<file path="config.mk">
export PLATFORM = sky130hd
export DESIGN_NAME = snr_subtract_top
export DESIGN_NICKNAME = d
export VERILOG_FILES = /design/src/rtl/snr_pkg.sv /design/src/rtl/snr_factor_regs.sv /design/src/rtl/snr_scale.sv /design/src/rtl/snr_decide.sv /design/src/rtl/snr_subtract_top.sv
export SDC_FILE = /design/constraint.sdc
export NUM_CORES = 1
export LEC_CHECK = 0
export BUFFER_PORTS_ARGS = -buffer_cell sky130_fd_sc_hd__buf_4
export CORE_ASPECT_RATIO = 1.2
export CORE_UTILIZATION = 38
export CTS_BUF_LIST = sky130_fd_sc_hd__clkbuf_8
export DETAILED_ROUTE_END_ITERATION = 16
export GPL_ROUTABILITY_DRIVEN = 0
export SYNTH_ARGS = -nofsm -noshare
export SYNTH_HDL_FRONTEND = slang
export SYNTH_HIERARCHICAL = 1
export SYNTH_SLANG_ARGS = --single-unit
</file>
<file path="constraint.sdc">
create_clock -name clk -period 5.5 [get_ports clk]
set_clock_uncertainty 0.15 [all_clocks]
set_input_delay 0.825 -clock clk [delete_from_list [all_inputs] [get_ports clk]]
set_output_delay 0.825 -clock clk [all_outputs]
set_load 0.02 [all_outputs]
</file>
<file path="src/rtl/snr_pkg.sv">
package snr_pkg;
  localparam int unsigned MAG_W_DEF  = 16;
  localparam int unsigned FAC_W_DEF  = 8;
  localparam int unsigned FRAC_W_DEF = 4;

  typedef enum logic {
    CFG_OVERSUB = 1'b0,
    CFG_FLOOR   = 1'b1
  } cfg_target_e;
endpackage

</file>
<file path="src/rtl/snr_factor_regs.sv">
module snr_factor_regs #(
  parameter int unsigned FAC_W     = 8,
  parameter logic [FAC_W-1:0] OVER_RST  = 8'h20,
  parameter logic [FAC_W-1:0] FLOOR_RST = 8'h01
) (
  input  logic             clk,
  input  logic             rst_n,
  input  logic             wr_en,
  input  logic             wr_sel,
  input  logic [FAC_W-1:0] wr_value,
  output logic [FAC_W-1:0] over_fac,
  output logic [FAC_W-1:0] floor_fac
);
  import snr_pkg::*;

  always_ff @(posedge clk or negedge rst_n) begin
    if (!rst_n) begin
      over_fac  <= OVER_RST;
      floor_fac <= FLOOR_RST;
    end else if (wr_en) begin
      if (wr_sel == CFG_OVERSUB) over_fac  <= wr_value;
      else                       floor_fac <= wr_value;
    end
  end
endmodule

</file>
<file path="src/rtl/snr_scale.sv">
module snr_scale #(
  parameter int unsigned MAG_W  = 16,
  parameter int unsigned FAC_W  = 8,
  parameter int unsigned FRAC_W = 4,
  parameter int unsigned OUT_W  = 20
) (
  input  logic [MAG_W-1:0] mag,
  input  logic [FAC_W-1:0] fac,
  output logic [OUT_W-1:0] scaled
);
  localparam int unsigned PROD_W = MAG_W + FAC_W;
  localparam int unsigned INT_W  = PROD_W - FRAC_W;

  logic [PROD_W-1:0] prod;
  logic [INT_W-1:0]  whole;

  always_comb begin
    prod  = PROD_W'(mag) * PROD_W'(fac);
    whole = prod[PROD_W-1:FRAC_W];
  end

  generate
    if (OUT_W >= INT_W) begin : g_wide
      assign scaled = OUT_W'(whole);
    end else begin : g_sat
      logic over;
      assign over   = |whole[INT_W-1:OUT_W];
      assign scaled = over ? {OUT_W{1'b1}} : whole[OUT_W-1:0];
    end
  endgenerate
endmodule

</file>
<file path="src/rtl/snr_decide.sv">
module snr_decide #(
  parameter int unsigned MAG_W  = 16,
  parameter int unsigned DIFF_W = 21
) (
  input  logic signed [DIFF_W-1:0] diff,
  input  logic        [MAG_W-1:0]  floor_mag,
  output logic        [MAG_W-1:0]  result
);
  logic signed [DIFF_W-1:0] floor_ext;
  logic                     take_diff;

  always_comb begin
    floor_ext = $signed({{(DIFF_W-MAG_W){1'b0}}, floor_mag});
    take_diff = diff > floor_ext;
    result    = take_diff ? diff[MAG_W-1:0] : floor_mag;
  end
endmodule

</file>
<file path="src/rtl/snr_subtract_top.sv">
module snr_subtract_top #(
  parameter int unsigned MAG_W  = snr_pkg::MAG_W_DEF,
  parameter int unsigned FAC_W  = snr_pkg::FAC_W_DEF,
  parameter int unsigned FRAC_W = snr_pkg::FRAC_W_DEF,
  parameter logic [FAC_W-1:0] OVER_RST  = 8'h20,
  parameter logic [FAC_W-1:0] FLOOR_RST = 8'h01
) (
  input  logic             clk,
  input  logic             rst_n,
  input  logic             cfg_we,
  input  logic             cfg_sel,
  input  logic [FAC_W-1:0] cfg_value,
  input  logic             in_valid,
  output logic             in_ready,
  input  logic [MAG_W-1:0] in_sig,
  input  logic [MAG_W-1:0] in_noise,
  output logic             out_valid,
  input  logic             out_ready,
  output logic [MAG_W-1:0] out_mag
);
  localparam int unsigned SCL_W  = MAG_W + FAC_W - FRAC_W;
  localparam int unsigned DIFF_W = SCL_W + 1;

  logic [FAC_W-1:0] alpha_q, beta_q;

  snr_factor_regs #(.FAC_W(FAC_W), .OVER_RST(OVER_RST), .FLOOR_RST(FLOOR_RST)) u_regs (
    .clk(clk), .rst_n(rst_n), .wr_en(cfg_we), .wr_sel(cfg_sel),
    .wr_value(cfg_value), .over_fac(alpha_q), .floor_fac(beta_q)
  );

  logic [SCL_W-1:0] noise_scaled;
  logic [MAG_W-1:0] floor_c;

  snr_scale #(.MAG_W(MAG_W), .FAC_W(FAC_W), .FRAC_W(FRAC_W), .OUT_W(SCL_W)) u_over (
    .mag(in_noise), .fac(alpha_q), .scaled(noise_scaled)
  );
  snr_scale #(.MAG_W(MAG_W), .FAC_W(FAC_W), .FRAC_W(FRAC_W), .OUT_W(MAG_W)) u_floor (
    .mag(in_noise), .fac(beta_q), .scaled(floor_c)
  );

  logic signed [DIFF_W-1:0] diff_c;
  always_comb begin
    diff_c = $signed({{(DIFF_W-MAG_W){1'b0}}, in_sig}) - $signed({1'b0, noise_scaled});
  end

  // Handshake: each stage moves when the one after it moves or is empty.
  logic s1_valid, s2_adv, s1_adv;
  assign s2_adv   = out_ready || !out_valid;
  assign s1_adv   = s2_adv || !s1_valid;
  assign in_ready = s1_adv;

  logic signed [DIFF_W-1:0] s1_diff;
  logic        [MAG_W-1:0]  s1_floor;

  always_ff @(posedge clk or negedge rst_n) begin
    if (!rst_n) begin
      s1_valid <= 1'b0;
      s1_diff  <= '0;
      s1_floor <= '0;
    end else if (s1_adv) begin
      s1_valid <= in_valid;
      if (in_valid) begin
        s1_diff  <= diff_c;
        s1_floor <= floor_c;
      end
    end
  end

  logic [MAG_W-1:0] pick_c;
  snr_decide #(.MAG_W(MAG_W), .DIFF_W(DIFF_W)) u_decide (
    .diff(s1_diff), .floor_mag(s1_floor), .result(pick_c)
  );

  always_ff @(posedge clk or negedge rst_n) begin
    if (!rst_n) begin
      out_valid <= 1'b0;
      out_mag   <= '0;
    end else if (s2_adv) begin
      out_valid <= s1_valid;
      if (s1_valid) out_mag <= pick_c;
    end
  end
endmodule

</file>
-- After elaboration in Yosys (flattened, before gate mapping)
Index checks and enable logic that the tools add are counted.
Widths: inputs -> output; s select.
- register bits: 71
- output and inout bits: 18
- input port bits: 46
- $mul: 2
- $add $sub $neg: 1
- bitwise logic cells: 1
- mux-type cells: 2
- $lt $le $gt $ge: 1
- reductions and logical operators: 9
- operators with widths (operator ; count):
    $mul 16x8->24 ; 2
    $mux 16 ; 2
    $gt 21x17->1 ; 1
    $sub 16x20->21 ; 1
    $reduce_and 2->1 ; 4
    $reduce_or 4->1 ; 1
    $logic_not 1->1 ; 2
    $logic_or 1x1->1 ; 2
    $not 1->1 ; 1

-- Depth between registers and ports, before layout
Gate-level depths: netlist of run 1.
- word-level depth: 4
- depth in mapped cells: 26
- depth with buffers taken out: 24

-- Cells and area by module
The synthesis of run 1 kept the hierarchy.
- by module, submodules not included (module ; times used ; area each (um2) ; cells an instance ; sequential area each (um2)):
    snr_scale at u_floor ; 1 ; 4386.7 ; 522 ; 0.0
    snr_scale at u_over ; 1 ; 4043.9 ; 457 ; 0.0
    snr_subtract_top ; 1 ; 3085.5 ; 329 ; 1376.3
    snr_decide ; 1 ; 724.4 ; 75 ; 0.0
    snr_factor_regs ; 1 ; 644.4 ; 35 ; 402.9

-- Worst setup path after synthesis of run 1
No wires, ideal clock.
- path kind: input port to flip-flop
- from: input in_noise[9]
- to: register s1_diff[17]
- path slack: -0.589 ns
- data required time: 5.263 ns
- arrival time: 5.852 ns
- stages: 20
- path buffers: 0
- cells stage by stage: and2_1 -> fa_1 -> inv_1 -> fa_1 -> fa_1 -> fa_1 -> inv_1 -> ha_1 -> a211oi_1 -> o21ai_0 -> a32o_1 -> a211oi_1 -> xnor2_1 -> inv_1 -> ha_1 -> o21ai_0 -> o21bai_1 -> a221o_1 -> a2111o_1 -> o211ai_1
- word-level cells in the longest chain between the ends: 2
- RTL lines (item ; RTL line ; text):
    start: declaration ; snr_subtract_top.sv:16 ; input logic [MAG_W-1:0] in_noise,
    $mul 16x8->24 ; snr_scale.sv:18 ; prod = PROD_W'(mag) * PROD_W'(fac);
    named net noise_scaled[14] ; snr_subtract_top.sv:31 ; logic [SCL_W-1:0] noise_scaled;
    $sub 16x20->21 ; snr_subtract_top.sv:43 ; diff_c = $signed({{(DIFF_W-MAG_W){1'b0}}, in_sig}) - $signed({1'b0, noise_scaled});
    end signal: assignment ; snr_subtract_top.sv:63 ; s1_diff <= diff_c;
    end: declaration ; snr_subtract_top.sv:52 ; logic signed [DIFF_W-1:0] s1_diff;
The timed path passes the listed nets, and every way through them passes these cells.
A chain may end at the register's enable or synchronous reset.

-- Final worst setup path of run 1
- from: input in_noise[3]
- to: register s1_diff[17]
Same word-level chain as after synthesis.

==> summary.txt, run 1 <==
Run status
  • Outcome: finished with violations
  • Violated checks: setup timing

STA
  • Final Slew Violations: 0
  • Max-slew headroom: 25.7%
  • Number of setup violations in the final report: 12
  • Slew @ Worst Pin: 1.11 ns
  • Final Hold Vio Count: 0
  • RSZ-0062 raised after global routing: true
  • Fin crit share: 106%
  • FMAX: 171 MHz
  • Worst hold margin: 0.355 ns
  • Minimum clock period: 5.86 ns
  • Final WS setup: -0.356 ns

Layout
  • # fillers: 3106
  • Antenna diode count: 0
  • Area Growth Syn to Fin: 28.3%
  • Share of cells above drive strength 1: 30.9%
  • Final #Nets: 1992

Logic synthesis
  • Post-synth top area share: 26.3%
  • Synth Register Bits: 71
  • Cells after synthesis: 1418
  • Avg Synthesized Cell Area: 9.09 µm²
  • Post-Syn Area: 12900 µm²
  • Post-Syn Nets: 1747
  • Synth area leader: fa_1
  • Sequential area share after synthesis: 13.8%
  • Netlist cell types: 89
  • Synth warn: 6
  • Ys async rst share: 100%
  • Top_reg_cell synth: dfrtp_1
  • EDFF count, synth: 0
  • Area contributors post-synth: fa_1, dfrtp_1, ha_1

GRT
  • First-pass GRT wire length: 54.0 mm
  • Vias in the first global route: 10600
  • Pin count of the biggest net entering global routing: 72
  • Total GRT Usage: 19.5%
  • Overflow left after global routing: 0
  • Initial antenna violation count: 0

Clock tree
  • CTS Buffer Depth: 2
  • CTS Buf Count: 9
  • CTS Sinks: 71
  • H-tree Lvls: 3
  • TritonCTS clock tree: yes
  • Worst-path clk slew: 0.09 ns
  • Root Buffer: clkbuf_8
  • Clk_lat worst skew: 0.37 ns

Route
  • Vias per Instance: 4.87
  • Routed vias: 10300
  • Final WL: 32.9 mm
  • DRC: 0
  • Pre-antenna DRT Iters: 5
  • DR WL/cell: 15.5 µm
  • ANT nets after route: 0
  • 1st-iter DRT viols: 438

Placed design
  • Buffers on Ports: 63
  • Setup WS pre-CTS: -0.880 ns
  • HPWL after DPL: 26.1 mm

Worst setup path
  • Worst r2r src: u_regs/over_fac[2]
  • CP Launch Type: primary input
  • CP arrival: 5.99 ns
  • Worst-path fanout max: 7
  • Kind of critical path: in2reg
  • R2R depth: 22
  • R2r setup slk: -0.34 ns
  • R2R Path End: s1_diff[17]
  • Worst endpoint required time: 5.64 ns
  • Critical path endpoint category: flip-flop

Flow run
  • Max-cap viol count: 0

Floorplan
  • Die X: 170 µm
  • Die area: 34700 µm²
  • Initial Util: 38.8%
  • CORE AREA: 33200 µm²
  • Core Rows: 73
  • I/O Pins: 64
  • Chip height: 204 µm

Min path
  • Hold path depth: 1
  • Hold-critical path endpoint: out_valid
  • Worst Hold Launch: s1_valid
  • Hold crit path type: reg2reg
## kinds of logic after synthesis
family | after synthesis | synth area share [%]
mux | 51 | 4.95
fa+ha+maj | 283 | 37.3
xor+xnor | 41 | 2.79
flops | 71 | 13.8
simple gates | 510 | 21.4
buf+inv | 265 | 8.62
compound gates | 197 | 11.1
## final cells by class
class	count	area, µm²	share of cell area (%)
Clock inverter	7	78.8	0.477
Multi-Input combinational cell	1082	10900	65.9
Sequential cell	71	1790	10.8
Tap cell	450	563	3.41
Clock buffer	9	124	0.749
Inverter	223	837	5.06
Timing Repair Buffer	276	2240	13.6
## metal layers
| metal | global-route usage, % | part of all wire [%] | vias up |
|---|---|---|---|
| met3 | 2.02 | 2.6 | 27 |
| met5 | 0 | 0 | - |
| li1 | - | - | 5072 |
| met1 | 27.1 | 48 | 5047 |
| met4 | 4.99 | 2.1 | 0 |
| met2 | 32.2 | 47 | 175 |
## critical path, stage by stage
cell	delay [ns]
buf_6	0.11
and2_1	0.16
fa_2	0.41
fa_1	0.48
inv_1	0.05
fa_1	0.50
fa_1	0.50
inv_1	0.04
ha_1	0.30
o21a_4	0.24
o2111ai_4	0.23
a22oi_2	0.12
a311o_1	0.41
xor2_1	0.18
inv_1	0.10
ha_4	0.28
buf_4	0.14
buf_6	0.12
nand4_1	0.08
nand2_2	0.12
buf_12	0.15
a2111o_1	0.36
o211ai_1	0.09
## placed cells by master, fill, tap and decap left out, drive strengths merged, types with 13 or more instances in the layout
cell type  count
nand4         13
and2         215
nor3          14
o21ai         40
a21o          15
xnor2         21
mux2          48
dfrtp         69
ha           114
buf          274
nand2        144
inv          226
xor2          20
nand3         28
a21oi         52
fa           169
nor2          51
o211ai        13
## flip-flops by register name, summed over array words and instances, names as in the netlist
name,count
s1_valid,1
u_regs/floor_fac,8
s1_floor,16
u_regs/over_fac,8
s1_diff,21
out_valid,1
out_mag,16
## cells in the mapped netlist (all sizes together), types with 3 or more instances
| cell | n |
|---|---|
| inv | 223 |
| and2 | 215 |
| fa | 169 |
| nand2 | 144 |
| ha | 114 |
| dfrtp | 69 |
| a21oi | 52 |
| nor2 | 51 |
| mux2 | 48 |
| o21ai | 40 |
| clkbuf | 28 |
| nand3 | 28 |
| xnor2 | 21 |
| xor2 | 20 |
| a21o | 15 |
| buf | 14 |
| nor3 | 14 |
| nand4 | 13 |
| o211ai | 13 |
| o21a | 11 |
| nand2b | 9 |
| nor2b | 8 |
| a211oi | 7 |
| a31oi | 7 |
| o31ai | 7 |
| o21bai | 6 |
| a21boi | 5 |
| o2111ai | 5 |
| or2 | 5 |
| a22oi | 4 |
| or3 | 4 |
| a2111o | 3 |
| a221oi | 3 |
| a41oi | 3 |
| and3 | 3 |
| mux2i | 3 |
| nand3b | 3 |
## repair_timing
action / in CTS / in global routing
gates resized for setup: 83 / 94
hold buffers: 0 / 0
pin swaps: 67 / 78
gates cloned: 0 / 2
endpoints found under the setup margin: 22 / 31
buffers inserted: 15 / 12
## worst max path at each step
stage,from,to,depth (start not counted)
final,in_noise[3],s1_diff[17],23
after CTS,u_regs/over_fac[2],s1_diff[18],21
after detailed placement,in_noise[7],s1_diff[18],21
after global routing,u_regs/over_fac[2],s1_diff[20],20
after floorplan,in_noise[2],s1_diff[13],20
after global placement,in_noise[9],s1_diff[18],21
## per-stage QoR
step                      TNS, ns  cells  utilization, %  cell area [µm²]
after CTS                   -2.59   2104            48.1            16000
after global routing        -5.70   2118            49.7            16500
final                       -3.36   2118            49.7            16500
after global placement     -15.27   2073            45.7            15200
after detailed placement   -16.76   2073            45.7            15200
after floorplan             -3.57   1418               -            13000
Power of run 1 is left out: the tool's default activity adds up to more than one toggle a clock period on the data nets, which glitch-free logic cannot reach.
==> run 2: changes to the inputs <==
- RECOVER_POWER: default -> 50
==> run 2 against run 1 <==
The flow finishes with violations (capacitance limit, slew limit, setup timing). Non-clock buffer count is the same. Final cell count is the same. Die area is the same. Setup slack lost 0.0047 ns. Final area shrank 0.26%. First-iteration DRC count shrank 3.7%. Register-to-register slack is essentially flat. Sequential share of layout area is essentially flat. Wire length is essentially flat. Highest routed layer unchanged.
==> summary.txt, run 2 (synthesis results as in run 1) <==
Run status
  • Outcome: finished with violations
  • Violated checks: capacitance limit, slew limit, setup timing

Layout
  • Final #Nets: 1992
  • Share of cells above drive strength 1: 30.5%
  • Antenna diode count: 0
  • Area Growth Syn to Fin: 28.0%
  • Largest reg by FF count: s1_diff
  • Largest register FFs: 21
  • # fillers: 3118
  • Most frequent cells in the layout: buf_4, inv_1, and2_1, fa_1, nand2_1
  • Commonest non-fill, non-tap cell in the layout: buf_4
  • Largest registers: s1_diff: 21 flops, out_mag: 16 flops, s1_floor: 16 flops

STA
  • FMAX: 171 MHz
  • Worst hold margin: 0.355 ns
  • RSZ-0062 raised after global routing: true
  • Final Hold Vio Count: 0
  • Max-slew headroom: -164%
  • Fin crit share: 107%
  • Slew @ Worst Pin: 3.96 ns
  • Number of setup violations in the final report: 12
  • Final Slew Violations: 72
  • Minimum clock period: 5.86 ns
  • Final WS setup: -0.361 ns

Floorplan
  • Die X: 170 µm
  • CORE AREA: 33200 µm²
  • I/O Pins: 64
  • Die area: 34700 µm²
  • Chip height: 204 µm
  • Core Rows: 73
  • Initial Util: 38.8%

Clock tree
  • Root Buffer: clkbuf_8
  • CTS Buf Count: 9
  • H-tree Lvls: 3
  • TritonCTS clock tree: yes
  • CTS Buffer Depth: 2
  • Clk_lat worst skew: 0.37 ns
  • Cts hold-fix bufs: 0
  • Worst-path clk slew: 0.09 ns
  • CTS Sinks: 71

Worst setup path
  • CP arrival: 6.00 ns
  • CP Launch Type: primary input
  • Worst-path fanout max: 7
  • Kind of critical path: in2reg
  • Worst endpoint required time: 5.64 ns
  • Critical path endpoint category: flip-flop

GRT
  • Initial antenna violation count: 0
  • First-pass GRT wire length: 54.0 mm
  • Overflow left after global routing: 0
  • Total GRT Usage: 19.5%
  • Pin count of the biggest net entering global routing: 72
  • Vias in the first global route: 10600

Route
  • Final WL: 32.9 mm
  • ANT nets after route: 0
  • DRC: 0
  • Pre-antenna DRT Iters: 5
  • Vias per Instance: 4.88
  • Routed vias: 10300
  • DR WL/cell: 15.5 µm
  • 1st-iter DRT viols: 422

Flow run
  • Max-cap viol count: 1

Placed design
  • Buffers on Ports: 63
  • HPWL after DPL: 26.1 mm

Min path
  • Hold crit path type: reg2reg
run 2: cell count changes in the layout (fill, tap and decap cells not counted), sizes merged:
cell	previous run	this run
buf	274	271
clkbuf	11	14
run 2: layout make-up:
| type | count | area, µm² | area share [%] |
|---|---|---|---|
| well taps | 450 | 563 | 3.41 |
| clock buffers | 9 | 124 | 0.751 |
| repair buffers | 276 | 2230 | 13.6 |
| clock inverters | 7 | 78.8 | 0.478 |
| inverters | 223 | 837 | 5.08 |
| flip-flops and latches | 71 | 1790 | 10.8 |
| multi-input cells | 1082 | 10900 | 65.9 |
run 2: worst paths after layout:
path / cells past startpoint / to / startpoint / slack, ns
worst max-delay path: 23 / s1_diff[17] / in_noise[3] / -0.36
worst min-delay path: 1 / out_valid / s1_valid / 0.36
worst max register to register: 22 / s1_diff[17] / u_regs/over_fac[2] / -0.34
worst min register to register: 1 / out_valid / s1_valid / 0.36
max in group asynchronous: 1 / u_regs/floor_fac[2] / rst_n / 0.98
min in group asynchronous: 1 / s1_diff[19] / rst_n / 1.67
run 2: metal layers:
| layer | wire (µm) | vias up | GRT usage (%) |
|---|---|---|---|
| met5 | 0 | - | 0 |
| li1 | - | 5069 | - |
| met3 | 884 | 27 | 2.02 |
| met4 | 736 | 0 | 4.99 |
| met2 | 15500 | 177 | 32.2 |
| met1 | 15800 | 5055 | 27.1 |
run 2: what timing repair did:
item,in CTS,in global routing
buffers inserted,15,12
setup endpoints to repair,22,31
gates cloned,0,2
pin swaps,67,78
gates resized for setup,83,94
run 2: worst max-delay path: stages:
cell	delay, ns
buf_6	0.11
and2_1	0.16
fa_2	0.41
fa_1	0.48
inv_1	0.05
fa_1	0.50
fa_1	0.50
inv_1	0.04
ha_1	0.30
o21a_4	0.24
o2111ai_4	0.23
a22oi_2	0.12
a311o_1	0.41
xor2_1	0.17
inv_1	0.10
ha_4	0.28
buf_4	0.14
buf_6	0.12
nand4_1	0.09
nand2_2	0.12
buf_12	0.15
a2111o_1	0.36
o211ai_1	0.09
run 2: stage by stage:
step                      TNS [ns]  instances  instance area, µm²  util (%)  setup WS (ns)
after floorplan              -3.57       1418               13000         -         -0.425
after global placement      -15.27       2073               15200      45.7         -0.802
after detailed placement    -16.76       2073               15200      45.7         -0.880
after CTS                    -2.59       2104               16000      48.1         -0.315
after global routing         -5.70       2118               16500      49.6         -0.501
final                        -3.36       2118               16500      49.6         -0.361
Power of run 2 is left out for the same reason.
==> run 3: changes to the inputs <==
- CORE_UTILIZATION: 38 -> 44
==> run 3 against run 2 <==
The flow still finishes with violations (capacitance limit, slew limit, setup timing). Final cell count fell by 3.1%. Die area fell by 13%. Utilization rose by 6.9 points. Critical path depth fell by 1. Non-clock buffer count fell by 1. Sequential cell count did not move. Worst hold slack improved by 0.0037 ns. Wire length fell by 3.0%.
==> summary.txt, run 3 (synthesis results as in run 1) <==
Route
  • Final WL: 31.9 mm
  • DR WL/cell: 15.5 µm
  • Vias per Instance: 5.03
  • Met2 Routed Length: 14.8 mm
  • Met3 WL post-DR: 755 µm
  • Pre-antenna DRT Iters: 5
  • ANT nets after route: 0
  • 1st-iter DRT viols: 410
  • Met1 WL: 15.0 mm
  • DRC: 0
  • Routed vias: 10300
  • Max Used Layer: met4

GRT
  • Total GRT Usage: 22.0%
  • Vias in the first global route: 10500
  • First-pass GRT wire length: 52.4 mm
  • Overflow left after global routing: 0
  • Pin count of the biggest net entering global routing: 72
  • Initial antenna violation count: 0

STA
  • Final Slew Violations: 72
  • Minimum clock period: 5.93 ns
  • Fin crit share: 108%
  • Number of setup violations in the final report: 11
  • Final WS setup: -0.433 ns
  • FMAX: 169 MHz
  • Max-slew headroom: -152%
  • Final Hold Vio Count: 0
  • Slew @ Worst Pin: 3.78 ns
  • RSZ-0062 raised after global routing: true

Clock tree
  • TritonCTS clock tree: yes
  • Worst-path clk slew: 0.08 ns
  • H-tree Lvls: 3
  • CTS Buf Count: 9
  • CTS Sinks: 71
  • Root Buffer: clkbuf_8
  • CTS Buffer Depth: 2
  • Clk_lat worst skew: 0.37 ns

Layout
  • Share of cells above drive strength 1: 30.2%
  • Largest reg by FF count: s1_diff
  • Area Growth Syn to Fin: 26.1%
  • Final #Nets: 1991
  • Most frequent cells in the layout: buf_4, inv_1, and2_1, fa_1, nand2_1
  • Largest registers: s1_diff: 21 flops, out_mag: 16 flops, s1_floor: 16 flops
  • Util after Layout: 56.5%
  • Commonest non-fill, non-tap cell in the layout: buf_4
  • Antenna diode count: 0
  • Largest register FFs: 21

Worst setup path
  • Critical path endpoint category: flip-flop
  • Worst endpoint required time: 5.59 ns
  • CP Launch Type: primary input
  • CP arrival: 6.03 ns
  • Kind of critical path: in2reg
  • Worst-path fanout max: 7

Flow run
  • Max-cap viol count: 1

Floorplan
  • Die X: 158 µm
  • Die area: 30000 µm²
  • Core Rows: 68
  • Chip height: 189 µm
  • CORE AREA: 28800 µm²
  • I/O Pins: 64
  • Initial Util: 44.8%

Run status
  • Outcome: finished with violations
  • Violated checks: capacitance limit, slew limit, setup timing

Placed design
  • Buffers on Ports: 63
  • HPWL after DPL: 25.6 mm

Min path
  • Hold crit path type: reg2reg
run 3: changes by cell type in the layout (fill, tap and decap cells not counted), moves of 3 or more:
cell	change
a21oi_2	+3
and2_1	+3
and2_4	-3
buf_4	+8
buf_6	-9
mux2_1	-3
nor2_1	+3
nor2_2	-3
o21ai_0	+5
o21ai_1	-9
o21ai_2	+4
run 3: path summary, 6_finish.rpt:
| check | slack (ns) | from | to | depth (start not counted) |
|---|---|---|---|---|
| setup reg to reg | -0.39 | u_regs/over_fac[4] | s1_diff[19] | 22 |
| max in group asynchronous | 1.17 | rst_n | u_regs/floor_fac[4] | 1 |
| hold reg to reg | 0.36 | out_mag[15] | out_mag[15] | 1 |
| hold / removal | 0.36 | out_mag[15] | out_mag[15] | 1 |
| min in group asynchronous | 1.60 | rst_n | out_mag[9] | 1 |
| setup / recovery | -0.43 | in_noise[8] | s1_diff[19] | 22 |
run 3: worst max-delay path, stage by stage:
cell and delay [ns]:
buf_6 0.11, and2_4 0.15, fa_1 0.54, inv_2 0.04
fa_1 0.52, fa_1 0.44, fa_1 0.53, inv_2 0.05
ha_4 0.25, a211oi_4 0.28, o21ai_2 0.11, a32o_2 0.29
a211oi_4 0.24, xnor2_1 0.15, inv_1 0.09, ha_4 0.28
nand4_1 0.17, buf_4 0.18, or2_4 0.22, or3_1 0.37
mux2i_1 0.14, a21oi_1 0.05
run 3: per-stage QoR:
step | cells | setup slack [ns] | hold slack (ns) | cell area, µm² | TNS (ns)
after floorplan | 1418 | -0.425 | 0.307 | 13000 | -3.57
after global placement | 2008 | -0.751 | 0.332 | 15100 | -14.87
after detailed placement | 2008 | -0.804 | 0.346 | 15100 | -16.15
after CTS | 2038 | -0.274 | 0.365 | 15800 | -2.08
after global routing | 2052 | -0.588 | 0.381 | 16300 | -5.37
final | 2052 | -0.433 | 0.359 | 16300 | -3.25
run 3: timing repair:
action / CTS / global route
pin swaps: 55 / 67
endpoints found under the setup margin: 19 / 32
resized for setup: 74 / 82
hold endpoints to repair: 0 / 0
hold buffers: 0 / 0
setup buffers: 17 / 15
run 3: per-layer routing:
metal / vias to the layer above / global-route usage [%]
li1: 5077 / -
met1: 5025 / 29.8
met2: 176 / 35.7
met3: 47 / 2.15
met4: 0 / 8.65
met5: - / 0
run 3: area by class of cell:
cell class	instances	area, µm²
Fill cell	2657	12500
Clock inverter	7	73.8
Tap cell	385	482
Timing Repair Buffer	275	2160
Sequential cell	71	1790
Inverter	223	837
Multi-Input combinational cell	1082	10800
Clock buffer	9	124
Power of run 3 is left out for the same reason.
